[src/rtl/mpuart_rx_pkg.sv]
package mpuart_rx_pkg;
  typedef enum logic [1:0] {
    ST_HUNT = 2'd0,
    ST_BITS = 2'd1,
    ST_TAIL = 2'd2
  } rx_state_e;
endpackage

[src/rtl/mpuart_rx_sync.sv]
module mpuart_rx_sync #(
  parameter int STAGES = 2
) (
  input  logic clk,
  input  logic rst,
  input  logic d,
  output logic q
);
  logic [STAGES-1:0] chain;

  generate
    if (STAGES == 1) begin : g_one
      always_ff @(posedge clk) begin
        if (rst) chain <= '1;
        else     chain <= d;
      end
    end else begin : g_many
      always_ff @(posedge clk) begin
        if (rst) chain <= '1;
        else     chain <= {chain[STAGES-2:0], d};
      end
    end
  endgenerate

  assign q = chain[STAGES-1];
endmodule

[src/rtl/mpuart_rx_vote.sv]
module mpuart_rx_vote #(
  parameter int CNT_W = 4,
  parameter int S_LO  = 7,
  parameter int S_MID = 8
) (
  input  logic             clk,
  input  logic             rst,
  input  logic             en,
  input  logic [CNT_W-1:0] cnt,
  input  logic             line,
  output logic             vote
);
  logic samp_a, samp_b;

  always_ff @(posedge clk) begin
    if (rst) begin
      samp_a <= 1'b1;
      samp_b <= 1'b1;
    end else if (en) begin
      if (cnt == CNT_W'(S_LO))  samp_a <= line;
      if (cnt == CNT_W'(S_MID)) samp_b <= line;
    end
  end

  // third sample is the live line on the deciding tick
  assign vote = (samp_a & samp_b) | (samp_a & line) | (samp_b & line);
endmodule

[src/rtl/mpuart_rx.sv]
module mpuart_rx
  import mpuart_rx_pkg::*;
#(
  parameter int OVS         = 16,
  parameter int DATA_W      = 8,
  parameter int SYNC_STAGES = 2
) (
  input  logic              clk,
  input  logic              rst,
  input  logic              tick,
  input  logic              rx_line,
  input  logic              rx_en,
  input  logic              fmt11,
  input  logic              filter_en,
  input  logic              flag_clr,
  output logic [DATA_W-1:0] rx_data,
  output logic              rx_extra,
  output logic              rx_done
);
  localparam int CNT_W = $clog2(OVS);
  localparam int SH_W  = DATA_W + 1;
  localparam int S_MID = OVS / 2;
  localparam int S_LO  = S_MID - 1;
  localparam int S_HI  = S_MID + 1;

  rx_state_e        state;
  logic [CNT_W-1:0] cnt;
  logic [SH_W-1:0]  shreg;
  logic             first_bit;
  logic             prev_line;
  logic             line;
  logic             vote;
  logic             at_decide;
  logic             accept;

  mpuart_rx_sync #(.STAGES(SYNC_STAGES)) u_sync (
    .clk (clk),
    .rst (rst),
    .d   (rx_line),
    .q   (line)
  );

  mpuart_rx_vote #(.CNT_W(CNT_W), .S_LO(S_LO), .S_MID(S_MID)) u_vote (
    .clk  (clk),
    .rst  (rst),
    .en   (tick && (state == ST_BITS)),
    .cnt  (cnt),
    .line (line),
    .vote (vote)
  );

  assign at_decide = (cnt == CNT_W'(S_HI));
  assign accept    = !rx_done && (!filter_en || vote);

  always_ff @(posedge clk) begin
    if (rst) begin
      state     <= ST_HUNT;
      cnt       <= '0;
      shreg     <= '1;
      first_bit <= 1'b0;
      prev_line <= 1'b1;
      rx_data   <= '0;
      rx_extra  <= 1'b0;
      rx_done   <= 1'b0;
    end else begin
      if (flag_clr) rx_done <= 1'b0;
      if (tick) prev_line <= line;
      if (!rx_en) begin
        state <= ST_HUNT;
      end else if (tick) begin
        unique case (state)
          ST_HUNT: begin
            if (prev_line && !line) begin
              state     <= ST_BITS;
              cnt       <= CNT_W'(1);
              shreg     <= '1;
              first_bit <= 1'b1;
            end
          end
          ST_BITS: begin
            cnt <= (cnt == CNT_W'(OVS - 1)) ? '0 : cnt + 1'b1;
            if (at_decide) begin
              first_bit <= 1'b0;
              if (first_bit && vote) begin
                state <= ST_HUNT;
              end else if (!shreg[0]) begin
                shreg <= {vote, shreg[SH_W-1:1]};
                if (accept) begin
                  rx_data  <= shreg[SH_W-1:1];
                  rx_extra <= vote;
                  rx_done  <= 1'b1;
                end
                state <= fmt11 ? ST_TAIL : ST_HUNT;
              end else begin
                shreg <= {vote, shreg[SH_W-1:1]};
              end
            end
          end
          ST_TAIL: begin
            cnt <= (cnt == CNT_W'(OVS - 1)) ? '0 : cnt + 1'b1;
            if (at_decide) state <= ST_HUNT;
          end
          default: state <= ST_HUNT;
        endcase
      end
    end
  end
endmodule

[config.mk]
export PLATFORM = sky130hd
export DESIGN_NAME = mpuart_rx
export DESIGN_NICKNAME = d
export VERILOG_FILES = /design/src/rtl/mpuart_rx_pkg.sv /design/src/rtl/mpuart_rx_sync.sv /design/src/rtl/mpuart_rx_vote.sv /design/src/rtl/mpuart_rx.sv
export SDC_FILE = /design/constraint.sdc
export NUM_CORES = 1
export LEC_CHECK = 0
export BUFFER_PORTS_ARGS = -buffer_cell sky130_fd_sc_hd__buf_4
export CORE_AREA = 4 4 52 59
export DETAILED_ROUTE_END_ITERATION = 8
export DIE_AREA = 0 0 56 63
export GPL_ROUTABILITY_DRIVEN = 0
export PLACE_DENSITY = 0.76
export SLEW_MARGIN = 0
export SYNTH_ARGS = -nofsm -noshare
export SYNTH_HDL_FRONTEND = slang
export SYNTH_HIERARCHICAL = 1
export SYNTH_SLANG_ARGS = --single-unit
[constraint.sdc]
create_clock -name clk -period 3.4 [get_ports clk]
set_input_delay 0.17 -clock clk [delete_from_list [all_inputs] [get_ports clk]]
set_output_delay 0.17 -clock clk [all_outputs]
set_load 0.1 [all_outputs]
==> results of run 1 <==
how the worst max path moves through the flow:
| stage | end | slack (ns) | start |
|---|---|---|---|
| after floorplan | rx_data[4] | 1.63 | rx_done |
| after global placement | shreg[6] | 1.53 | cnt[0] |
| after detailed placement | shreg[2] | 1.42 | cnt[0] |
| after CTS | shreg[1] | 1.33 | cnt[0] |
| after global routing | shreg[6] | 1.20 | cnt[0] |
| final | shreg[1] | 1.37 | cnt[0] |
flip-flops by register name, indices dropped and copies added (netlist names):
| name | flops |
|---|---|
| rx_extra | 1 |
| first_bit | 1 |
| u_vote/samp_b | 1 |
| u_sync/chain | 2 |
| state | 2 |
| shreg | 9 |
| cnt | 4 |
| rx_done | 1 |
| u_vote/samp_a | 1 |
| prev_line | 1 |
| rx_data | 8 |
cell usage in the layout, fill, tap and decap left out, types with 2 or more instances in the layout:
cell      instances
nor2b_1           4
a211o_1           2
inv_1             6
buf_4            18
ha_1              5
a21oi_1           4
nor2_1           36
dfxtp_1          31
mux2i_1          22
nand2b_1          6
nand3_1           4
nand2_1           7
or2_1             2
a31oi_1           2
nand4_1           2
clkbuf_4          5
and2_1            2
per-layer routing:
layer / wire length, um / part of all wire, %
met1: 1218 / 43
met2: 1445 / 51
met3: 156 / 5.5
met4: 23 / 0.81
met5: 0 / 0
through the flow:
step,setup WS [ns],util (%)
2_1_floorplan,1.635,-
3_3_place_gp,1.527,64.07
3_5_place_dp,1.420,64.07
4_1_cts,1.333,66.35
5_1_grt,1.199,66.35
6_report,1.366,66.35
final cells by class:
class / instances / area [um2] / share of cell area [%]
repair buffers: 18 / 135.1 / 8.238
multi-input cells: 115 / 767.0 / 46.76
well taps: 31 / 38.79 / 2.365
flip-flops and latches: 31 / 620.6 / 37.83
clock buffers: 6 / 51.30 / 3.127
inverters: 6 / 22.52 / 1.373
clock inverters: 1 / 5.005 / 0.3051
kinds of logic (layout without fill, tap and decap cells):
logic type      count (synthesis)  in the layout  synth area share (%)
fa+ha+maj                       6              6                 5.004
flops                          31             31                 42.80
buf+inv                        13             31                 4.314
compound gates                 18             18                 9.233
mux                            23             23                 15.96
simple gates                   68             68                 22.69
power breakdown:
group / internal [mW] / switching (mW) / total (mW)
combinational: 0.0130 / 0.0167 / 0.0298
clock: 0.0956 / 0.120 / 0.216
sequential: 0.365 / 0.00201 / 0.367
==> qor.yml, run 1 <==
outcome:
  status: "complete, no violations"
logic_synthesis:
  yosysTopAreaCell: "dfxtp_1"
  yosys.area.top_type_share_pct: 42.80
  yosysMostFrequentCell: "nor2_1"
  synth_commonest_cells: "nor2_1 (36), dfxtp_1 (31), mux2i_1 (22)"
  synthTopCellsByArea: "dfxtp_1 (43%), mux2i_1 (15%), nor2_1 (9.3%)"
  synth_ff_type: "dfxtp_1"
  syn_area_um2: 1450
  ys_ff_latch: 31
  synth_cell_types: 37
  async_flop_share_pct: 0
  synth_seq_area_share_pct: 42.80
  syn_area_per_cell_um2: 9.120
  synth_edf_count: 0
  syn_nets: 172
  ys_warn_count: 6
  syn_inst: 159
flow_run:
  drv_cap: 0
timing:
  max_slew.worst_pin.slew_ns: 0.6330
  min_period_over_period_pct: 59.81
  hold_viol_final: 0
  fin_crit_ns: 2.034
  whs_ns: 0.01552
  finalMaxSlewViolations: 0
  setup_tns_ns: 0
  relSlewSlack_pct: 57.68
  rsz0062_at_grt: "false"
  setup_viol: 0
  finalClockSkew_ns: 0.009354
  max_freq_mhz: 491.7
grt:
  grt_overflow: 0
  grt_first_pass_wirelength_mm: 5.009
  grt_max_degree: 34
  grt_pass1_vias: 1152
  busiest_layer: "met2"
  grtUsageTotal_pct: 17.56
  grtUsageMet2_pct: 31.29
  met1_usage_pct: 19.75
  met3_usage_pct: 5.992
  antenna_found_initial: 0
placed_design:
  io_buffers: 17
  dp_hpwl_mm: 2.022
  dp_cells: 201
  place_area_um2: 1584
final_layout:
  nets: 190
  syn_to_final_growth_pct: 13.11
  drive_above_1_share_pct: 15.82
  final_cells: 208
  insertedDiodeCount: 0
  post-route-cell-area_um2: 1640
  n_fill_cell: 221
routing:
  avgViaCountPerCell: 5.596
  drc: 0
  vias: 1164
  wl_per_cell_um: 13.67
  drt_iter0_drc: 29
  drtAntennaViolNets: 0
  drt-pass1-iter-count: 4
  drt_wl_total_mm: 2.844
cts:
  cts_root_buffer: "clkbuf_4"
  cts.sinks: 31
  cts_tree: "done"
  clk_pin_slew_ns: 0.09
  hold_buffers: 0
  ctsHtreeMaxLevel: 2
  cts_resized: 0
  cts_setup_buffers: 0
  clk_latency_ns: 0.33
  cts-buffers-inserted: 5
  cts_buffer_depth: 2
floorplan:
  io_pins: 18
  die_w_um: 56
  start_util_pct: 58.65
  die_h_um: 63
  core-area_um2: 2472
  die-area_um2: 3528
  rows: 19
min_path:
  hold_path.startpoint: "rx_line"
  hold_class: "in -> reg"
  hold_depth: 2
  min_to: "u_sync/chain[0]"
worst_setup_path:
  path_max_fanout: 9
  critPathArrivalTime_ns: 2.28
  cp_num_cells: 5
  rrSetupSlack_ns: 1.37
  endpoint_kind: "flop"
  crit_buf_inv: 0
  r2r_end: "shreg[1]"
  path_cells: "ha_1, and3b_1, nand2b_1, nand4_1, mux2i_1"
  cp_top_family: "simple AND/OR/NAND/NOR gates"
  rr_startpoint: "cnt[0]"
  cp_slowest_cell: "nand4_1"
  required_ns: 3.65
  max_stage_delay_ns: 0.52
  cp-start-kind: "flop"
  ff2ff_path_depth: 5
  path_class: "reg -> reg"
power_and_ir_drop:
  power_density_nw_per_um2: 373.5
  ir_drop_mv: 0.3869
  leakagePower_nw: 0.7780
  power_mw: 0.6127
Note: power is estimated with default switching activity, not from simulation.
==> run 2: changes to the inputs <==
--- a/config.mk
+++ b/config.mk
@@ -6,11 +6,11 @@
 export NUM_CORES = 1
 export LEC_CHECK = 0
 export BUFFER_PORTS_ARGS = -buffer_cell sky130_fd_sc_hd__buf_4
-export CORE_AREA = 4 4 52 59
+export CORE_AREA = 4 4 54 61
 export DETAILED_ROUTE_END_ITERATION = 8
-export DIE_AREA = 0 0 56 63
+export DIE_AREA = 0 0 58 65
 export GPL_ROUTABILITY_DRIVEN = 0
-export PLACE_DENSITY = 0.76
+export PLACE_DENSITY = 0.71
 export SLEW_MARGIN = 0
 export SYNTH_ARGS = -nofsm -noshare
 export SYNTH_HDL_FRONTEND = slang
==> constraint.sdc (replaced) <==
create_clock -name clk -period 1.9 [get_ports clk]
set_input_delay 0.095 -clock clk [delete_from_list [all_inputs] [get_ports clk]]
set_output_delay 0.095 -clock clk [all_outputs]
set_load 0.1 [all_outputs]
==> run 2 against run 1 <==
Clock skew fell by 0.0029 ns. Sequential share of layout area fell by 1.1 points. Critical path depth increased by 2. Power increased by 100%. Die area rose by 6.9%. Flip-flop and latch count stayed put. Global-route usage is 0.51 points lower. Setup slack got worse by 1.2 ns. Largest cell class unchanged. Highest routed layer unchanged.
==> qor.yml, run 2 (synthesis results as in run 1) <==
worst_setup_path:
  critPathArrivalTime_ns: 1.94  # was 2.28 ns
  path_max_fanout: 10  # was 9
  path_class: "reg -> reg"  # unchanged
  cp-start-kind: "flop"  # unchanged
  required_ns: 2.11  # was 3.65 ns
  endpoint_kind: "flop"  # unchanged
floorplan:
  die_w_um: 58  # was 56 um
  die_h_um: 65  # was 63 um
  core-area_um2: 2703  # was 2472 um2
  rows: 20  # was 19
  start_util_pct: 53.66  # was 58.65%
  io_pins: 18  # unchanged
  die-area_um2: 3770  # was 3528 um2
routing:
  drt_iter0_drc: 35  # was 29
  drc: 0  # unchanged
  wl_per_cell_um: 13.40  # was 13.67 um
  drt-pass1-iter-count: 4  # unchanged
  avgViaCountPerCell: 5.451  # was 5.596
  vias: 1161  # was 1164
  drt_wl_total_mm: 2.854  # was 2.844 mm
  drtAntennaViolNets: 0  # unchanged
outcome:
  status: "complete, no violations"  # unchanged
grt:
  grt_first_pass_wirelength_mm: 4.912  # was 5.009 mm
  grt_pass1_vias: 1151  # was 1152
  grtUsageTotal_pct: 17.04  # was 17.56%
  grt_max_degree: 34  # unchanged
  grt_overflow: 0  # unchanged
  antenna_found_initial: 0  # unchanged
timing:
  relSlewSlack_pct: 72.49  # was 57.68%
  fin_crit_ns: 1.727  # was 2.034 ns
  worst_slack_ns: 0.1725  # was 1.366 ns
  hold_viol_final: 0  # unchanged
  max_slew.worst_pin.slew_ns: 0.4102  # was 0.6330 ns
  setup_tns_ns: 0  # unchanged
  finalClockSkew_ns: 0.006410  # was 0.009354 ns
  rsz0062_at_grt: "false"  # unchanged
  finalMaxSlewViolations: 0  # unchanged
  max_freq_mhz: 578.9  # was 491.7 MHz
  min_period_over_period_pct: 90.92  # was 59.81%
  setup_viol: 0  # unchanged
  whs_ns: 0.03616  # was 0.01552 ns
power_and_ir_drop:
  internal_power_mw: 0.9896  # was 0.4739 mW
  swShare_pct: 20.76  # was 22.65%
  clockPowerShare_pct: 43.0  # was 35.2%
  leakagePower_nw: 0.8009  # was 0.7780 nW
  comb_power_share_pct: 4.4  # was 4.9%
  power_mw: 1.249  # was 0.6127 mW
  p_sw_mw: 0.2593  # was 0.1388 mW
  p_seq_share_pct: 52.6  # was 60.0%
  ir_drop_mv: 0.5121  # was 0.3869 mV
  power_density_nw_per_um2: 738.3  # was 373.5 nW/um2
min_path:
  hold_class: "in -> reg"  # unchanged
final_layout:
  n_fill_cell: 244  # was 221
  layout_commonest_cell: "nor2_1"  # unchanged
  fin_util_pct: 62.59  # was 66.35%
  nets: 192  # was 190
  final_cells: 213  # was 208
  insertedDiodeCount: 0  # unchanged
  regMostFlops: "shreg"  # unchanged
  syn_to_final_growth_pct: 16.65  # was 13.11%
  reg_top3: "shreg x9, rx_data x8, cnt x4"  # unchanged
  drive_above_1_share_pct: 17.22  # was 15.82%
  final_cell_mix: "nor2_1 (36), dfxtp_1 (31), mux2i_1 (22)"  # unchanged
  largest_reg_flops: 9  # unchanged
  post-route-cell-area_um2: 1692  # was 1640 um2
cts:
  cts-buffers-inserted: 5  # unchanged
  cts.sinks: 31  # unchanged
  ctsHtreeMaxLevel: 2  # unchanged
  cts_setup_buffers: 0  # unchanged
  cts_root_buffer: "clkbuf_4"  # unchanged
  cts_buffer_depth: 2  # unchanged
  clk_latency_ns: 0.33  # about the same
  clk_pin_slew_ns: 0.09  # about the same
  cts_tree: "done"  # unchanged
placed_design:
  dp_cells: 204  # was 201
  dp_hpwl_mm: 1.994  # was 2.022 mm
  dp_slack_ns: 0.2047  # was 1.420 ns
  place_area_um2: 1594  # was 1584 um2
  io_buffers: 17  # unchanged
flow_run:
  drv_cap: 0  # unchanged
-- run 2: power by group through the flow --
| stage | clock (mW) | combinational (mW) | sequential (mW) |
|---|---|---|---|
| CTS | 0.556 | 0.0545 | 0.658 |
| finish | 0.537 | 0.0546 | 0.657 |
| global placement | 0 | 0.0520 | 0.672 |
| detailed placement | 0 | 0.0527 | 0.673 |
| floorplan | 0 | 0.0338 | 0.672 |
| global route | 0.594 | 0.0605 | 0.659 |
-- run 2: path summary, 6_finish.rpt --
kind	start	endpoint	slack (ns)	depth (start not counted)
worst max-delay path	state[1]	rx_data[3]	0.17	7
worst min-delay path	tick	prev_line	0.04	2
worst max register to register	state[1]	rx_data[3]	0.17	7
worst min register to register	u_sync/chain[0]	u_sync/chain[1]	0.43	1
-- run 2: worst max-delay path: stages (launching register included) --
cell	delay, ns
dfxtp_1	0.34
inv_1	0.08
ha_1	0.30
a21boi_2	0.26
o2111ai_1	0.17
buf_4	0.24
mux2i_1	0.16
nor2_1	0.06
-- run 2: metal layers --
| layer | wire (um) | vias to the layer above | track usage, % | part of all wire [%] |
|---|---|---|---|---|
| li1 | - | 581 | - | - |
| met1 | 1248 | 549 | 19.46 | 44 |
| met2 | 1363 | 22 | 27.40 | 48 |
| met3 | 164 | 9 | 6.972 | 5.7 |
| met4 | 77 | 0 | 7.826 | 2.7 |
| met5 | 0 | - | 0 | 0 |
-- run 2: cell type report --
class                      instances  area (um2)  share of cell area [%]
inverter                           6       22.52                   1.331
tap                               33       41.29                   2.441
multi-input combinational        115       768.2                   45.41
sequential                        31       620.6                   36.69
clock inverter                     2       35.03                   2.071
clock buffer                       6       51.30                   3.033
timing repair buffer              20       152.6                   9.024
-- run 2: what timing repair did --
item | in CTS | in global routing
gates resized for setup | 0 | 1
endpoints found under the setup margin | 0 | 5
endpoints found under the hold margin | 1 | 0
hold buffers | 1 | 0
==> run 3: changes to the inputs <==
--- a/config.mk
+++ b/config.mk
@@ -6,9 +6,9 @@
 export NUM_CORES = 1
 export LEC_CHECK = 0
 export BUFFER_PORTS_ARGS = -buffer_cell sky130_fd_sc_hd__buf_4
-export CORE_AREA = 4 4 54 61
+export CORE_AREA = 10 10 60 67
 export DETAILED_ROUTE_END_ITERATION = 8
-export DIE_AREA = 0 0 58 65
+export DIE_AREA = 0 0 70 77
 export GPL_ROUTABILITY_DRIVEN = 0
 export PLACE_DENSITY = 0.71
 export SLEW_MARGIN = 0
==> constraint.sdc (replaced) <==
create_clock -name clk -period 1.7 [get_ports clk]
set_input_delay 0.085 -clock clk [delete_from_list [all_inputs] [get_ports clk]]
set_output_delay 0.085 -clock clk [all_outputs]
set_load 0.1 [all_outputs]
==> run 3 against run 2 <==
Setup slack got worse by 0.053 ns. Cell count rose by 2.8%. Sequential power increased by 12%. Register-to-register slack worse by 0.05 ns. Core utilization up 2.1 points.
==> qor.yml, run 3 (synthesis results as in run 1) <==
outcome:
  status: "complete, no violations"  # unchanged
worst_setup_path:
  max_stage_delay_ns: 0.40  # was 0.34 ns
  path_class: "reg -> reg"  # unchanged
  rrSetupSlack_ns: 0.12  # was 0.17 ns
  path_cells: "maj3_1, o2111ai_1, buf_4, mux2i_1, nor2_1"  # was inv_1, ha_1, a21boi_2, o2111ai_1, buf_4, mux2i_1, nor2_1
  endpoint_kind: "flop"  # unchanged
  path_max_fanout: 10  # unchanged
  required_ns: 1.91  # was 2.11 ns
  critPathArrivalTime_ns: 1.79  # was 1.94 ns
  cp_slowest_cell: "maj3_1"  # was dfxtp_1
  cp-start-kind: "flop"  # unchanged
power_and_ir_drop:
  ir_drop_mv: 0.5729  # was 0.5121 mV
  leakagePower_nw: 0.8298  # was 0.8009 nW
  power_density_nw_per_um2: 805.2  # was 738.3 nW/um2
  power_mw: 1.409  # was 1.249 mW
final_layout:
  reg_top3: "shreg x9, rx_data x8, cnt x4"  # unchanged
  drive_above_1_share_pct: 20.97  # was 17.22%
  n_fill_cell: 231  # was 244
  nets: 198  # was 192
  syn_to_final_growth_pct: 20.62  # was 16.65%
  insertedDiodeCount: 0  # unchanged
  layout_commonest_cell: "nor2_1"  # unchanged
  final_cell_mix: "nor2_1 (36), dfxtp_1 (30), buf_4 (24)"  # was nor2_1 (36), dfxtp_1 (31), mux2i_1 (22)
  largest_reg_flops: 9  # unchanged
  regMostFlops: "shreg"  # unchanged
grt:
  antenna_found_initial: 0  # unchanged
  grt_pass1_vias: 1121  # was 1151
  grt_first_pass_wirelength_mm: 5.023  # was 4.912 mm
  grtUsageTotal_pct: 11.03  # was 17.04%
  grt_max_degree: 34  # unchanged
  grt_overflow: 0  # unchanged
floorplan:
  die_w_um: 70  # was 58 um
  rows: 20  # unchanged
  die-area_um2: 5390  # was 3770 um2
  start_util_pct: 53.66  # unchanged
  die_h_um: 77  # was 65 um
  io_pins: 18  # unchanged
  core-area_um2: 2703  # unchanged
routing:
  drt-pass1-iter-count: 4  # unchanged
  drc: 0  # unchanged
  drt_iter0_drc: 70  # was 35
  wl_per_cell_um: 13.79  # was 13.40 um
  vias: 1168  # was 1161
  drt_wl_total_mm: 3.020  # was 2.854 mm
  drtAntennaViolNets: 0  # unchanged
  avgViaCountPerCell: 5.333  # was 5.451
timing:
  max_slew.worst_pin.slew_ns: 0.3366  # was 0.4102 ns
  finalClockSkew_ns: 0.01366  # was 0.006410 ns
  max_freq_mhz: 632.5  # was 578.9 MHz
  fin_crit_ns: 1.581  # was 1.727 ns
  relSlewSlack_pct: 76.98  # was 72.49%
  finalMaxSlewViolations: 0  # unchanged
  hold_viol_final: 0  # unchanged
  setup_viol: 0  # unchanged
  min_period_over_period_pct: 93.00  # was 90.92%
  worst_slack_ns: 0.1190  # was 0.1725 ns
cts:
  cts_buffer_depth: 2  # unchanged
  ctsHtreeMaxLevel: 2  # unchanged
  cts-buffers-inserted: 5  # unchanged
  cts_tree: "done"  # unchanged
  cts.sinks: 31  # unchanged
  clk_latency_ns: 0.33  # about the same
  cts_root_buffer: "clkbuf_4"  # unchanged
  clk_pin_slew_ns: 0.10  # was 0.09 ns
flow_run:
  drv_cap: 0  # unchanged
placed_design:
  io_buffers: 17  # unchanged
  dp_slack_ns: 0.04984  # was 0.2047 ns
  dp_hpwl_mm: 2.114  # was 1.994 mm
min_path:
  hold_class: "in -> reg"  # unchanged
## run 3: cell types whose count changed in the layout (fill, tap and decap cells not counted), sizes merged
cell,previous run,this run
buf,19,24
dlygate4sd3,1,2
## run 3: repair_timing
action,4_1_cts,5_1_grt
hold buffers,2,0
buffers inserted,0,1
endpoints found under the setup margin,0,12
hold endpoints to repair,2,0
resized for setup,0,3
## run 3: final timing paths
check                        from               to  cells past startpoint
hold / removal              fmt11         state[1]                      3
setup / recovery    u_vote/samp_a       rx_data[3]                      5
hold reg to reg   u_sync/chain[0]  u_sync/chain[1]                      1
setup reg to reg    u_vote/samp_a       rx_data[3]                      5
## run 3: area by class of cell
class | instances | area, um2 | share of cell area (%)
clock buffers | 6 | 51.30 | 2.933
flip-flops and latches | 31 | 621.8 | 35.55
well taps | 33 | 41.29 | 2.361
multi-input cells | 115 | 777.0 | 44.42
clock inverters | 2 | 35.03 | 2.003
inverters | 6 | 22.52 | 1.288
repair buffers | 26 | 200.2 | 11.44
## run 3: critical path: cells and delay by family (launching register included)
| family | cells | cell delay, ns |
|---|---|---|
| compound gates | 1 | 0.21 |
| buf+inv | 1 | 0.24 |
| fa+ha+maj | 1 | 0.40 |
| simple gates | 1 | 0.05 |
| flops | 1 | 0.33 |
| mux | 1 | 0.23 |
## run 3: per-stage QoR
step | std cells | area [um2] | setup TNS (ns) | hold WS [ns] | util [%]
finish | 219 | 1749 | 0 | 0.02531 | 64.72
global route | 219 | 1749 | -0.00003064 | 0.01170 | 64.72
CTS | 218 | 1732 | 0 | 0.01317 | 64.07
detailed placement | 208 | 1625 | 0 | 0.2712 | 60.14
global placement | 208 | 1625 | 0 | 0.2678 | 60.14
floorplan | 159 | 1451 | 0 | 0.1821 | -
## run 3: metal layers
layer	routed length [um]	track usage (%)	vias up
met1	1383	12.96	547
met3	171	4.891	4
met2	1429	16.61	20
met4	36	5.336	0
li1	-	-	597
met5	0	0	-
## run 3: power breakdown
group          switching (mW)  internal (mW)
registers             0.00301          0.731
logic                  0.0364         0.0310
clock network           0.260          0.347
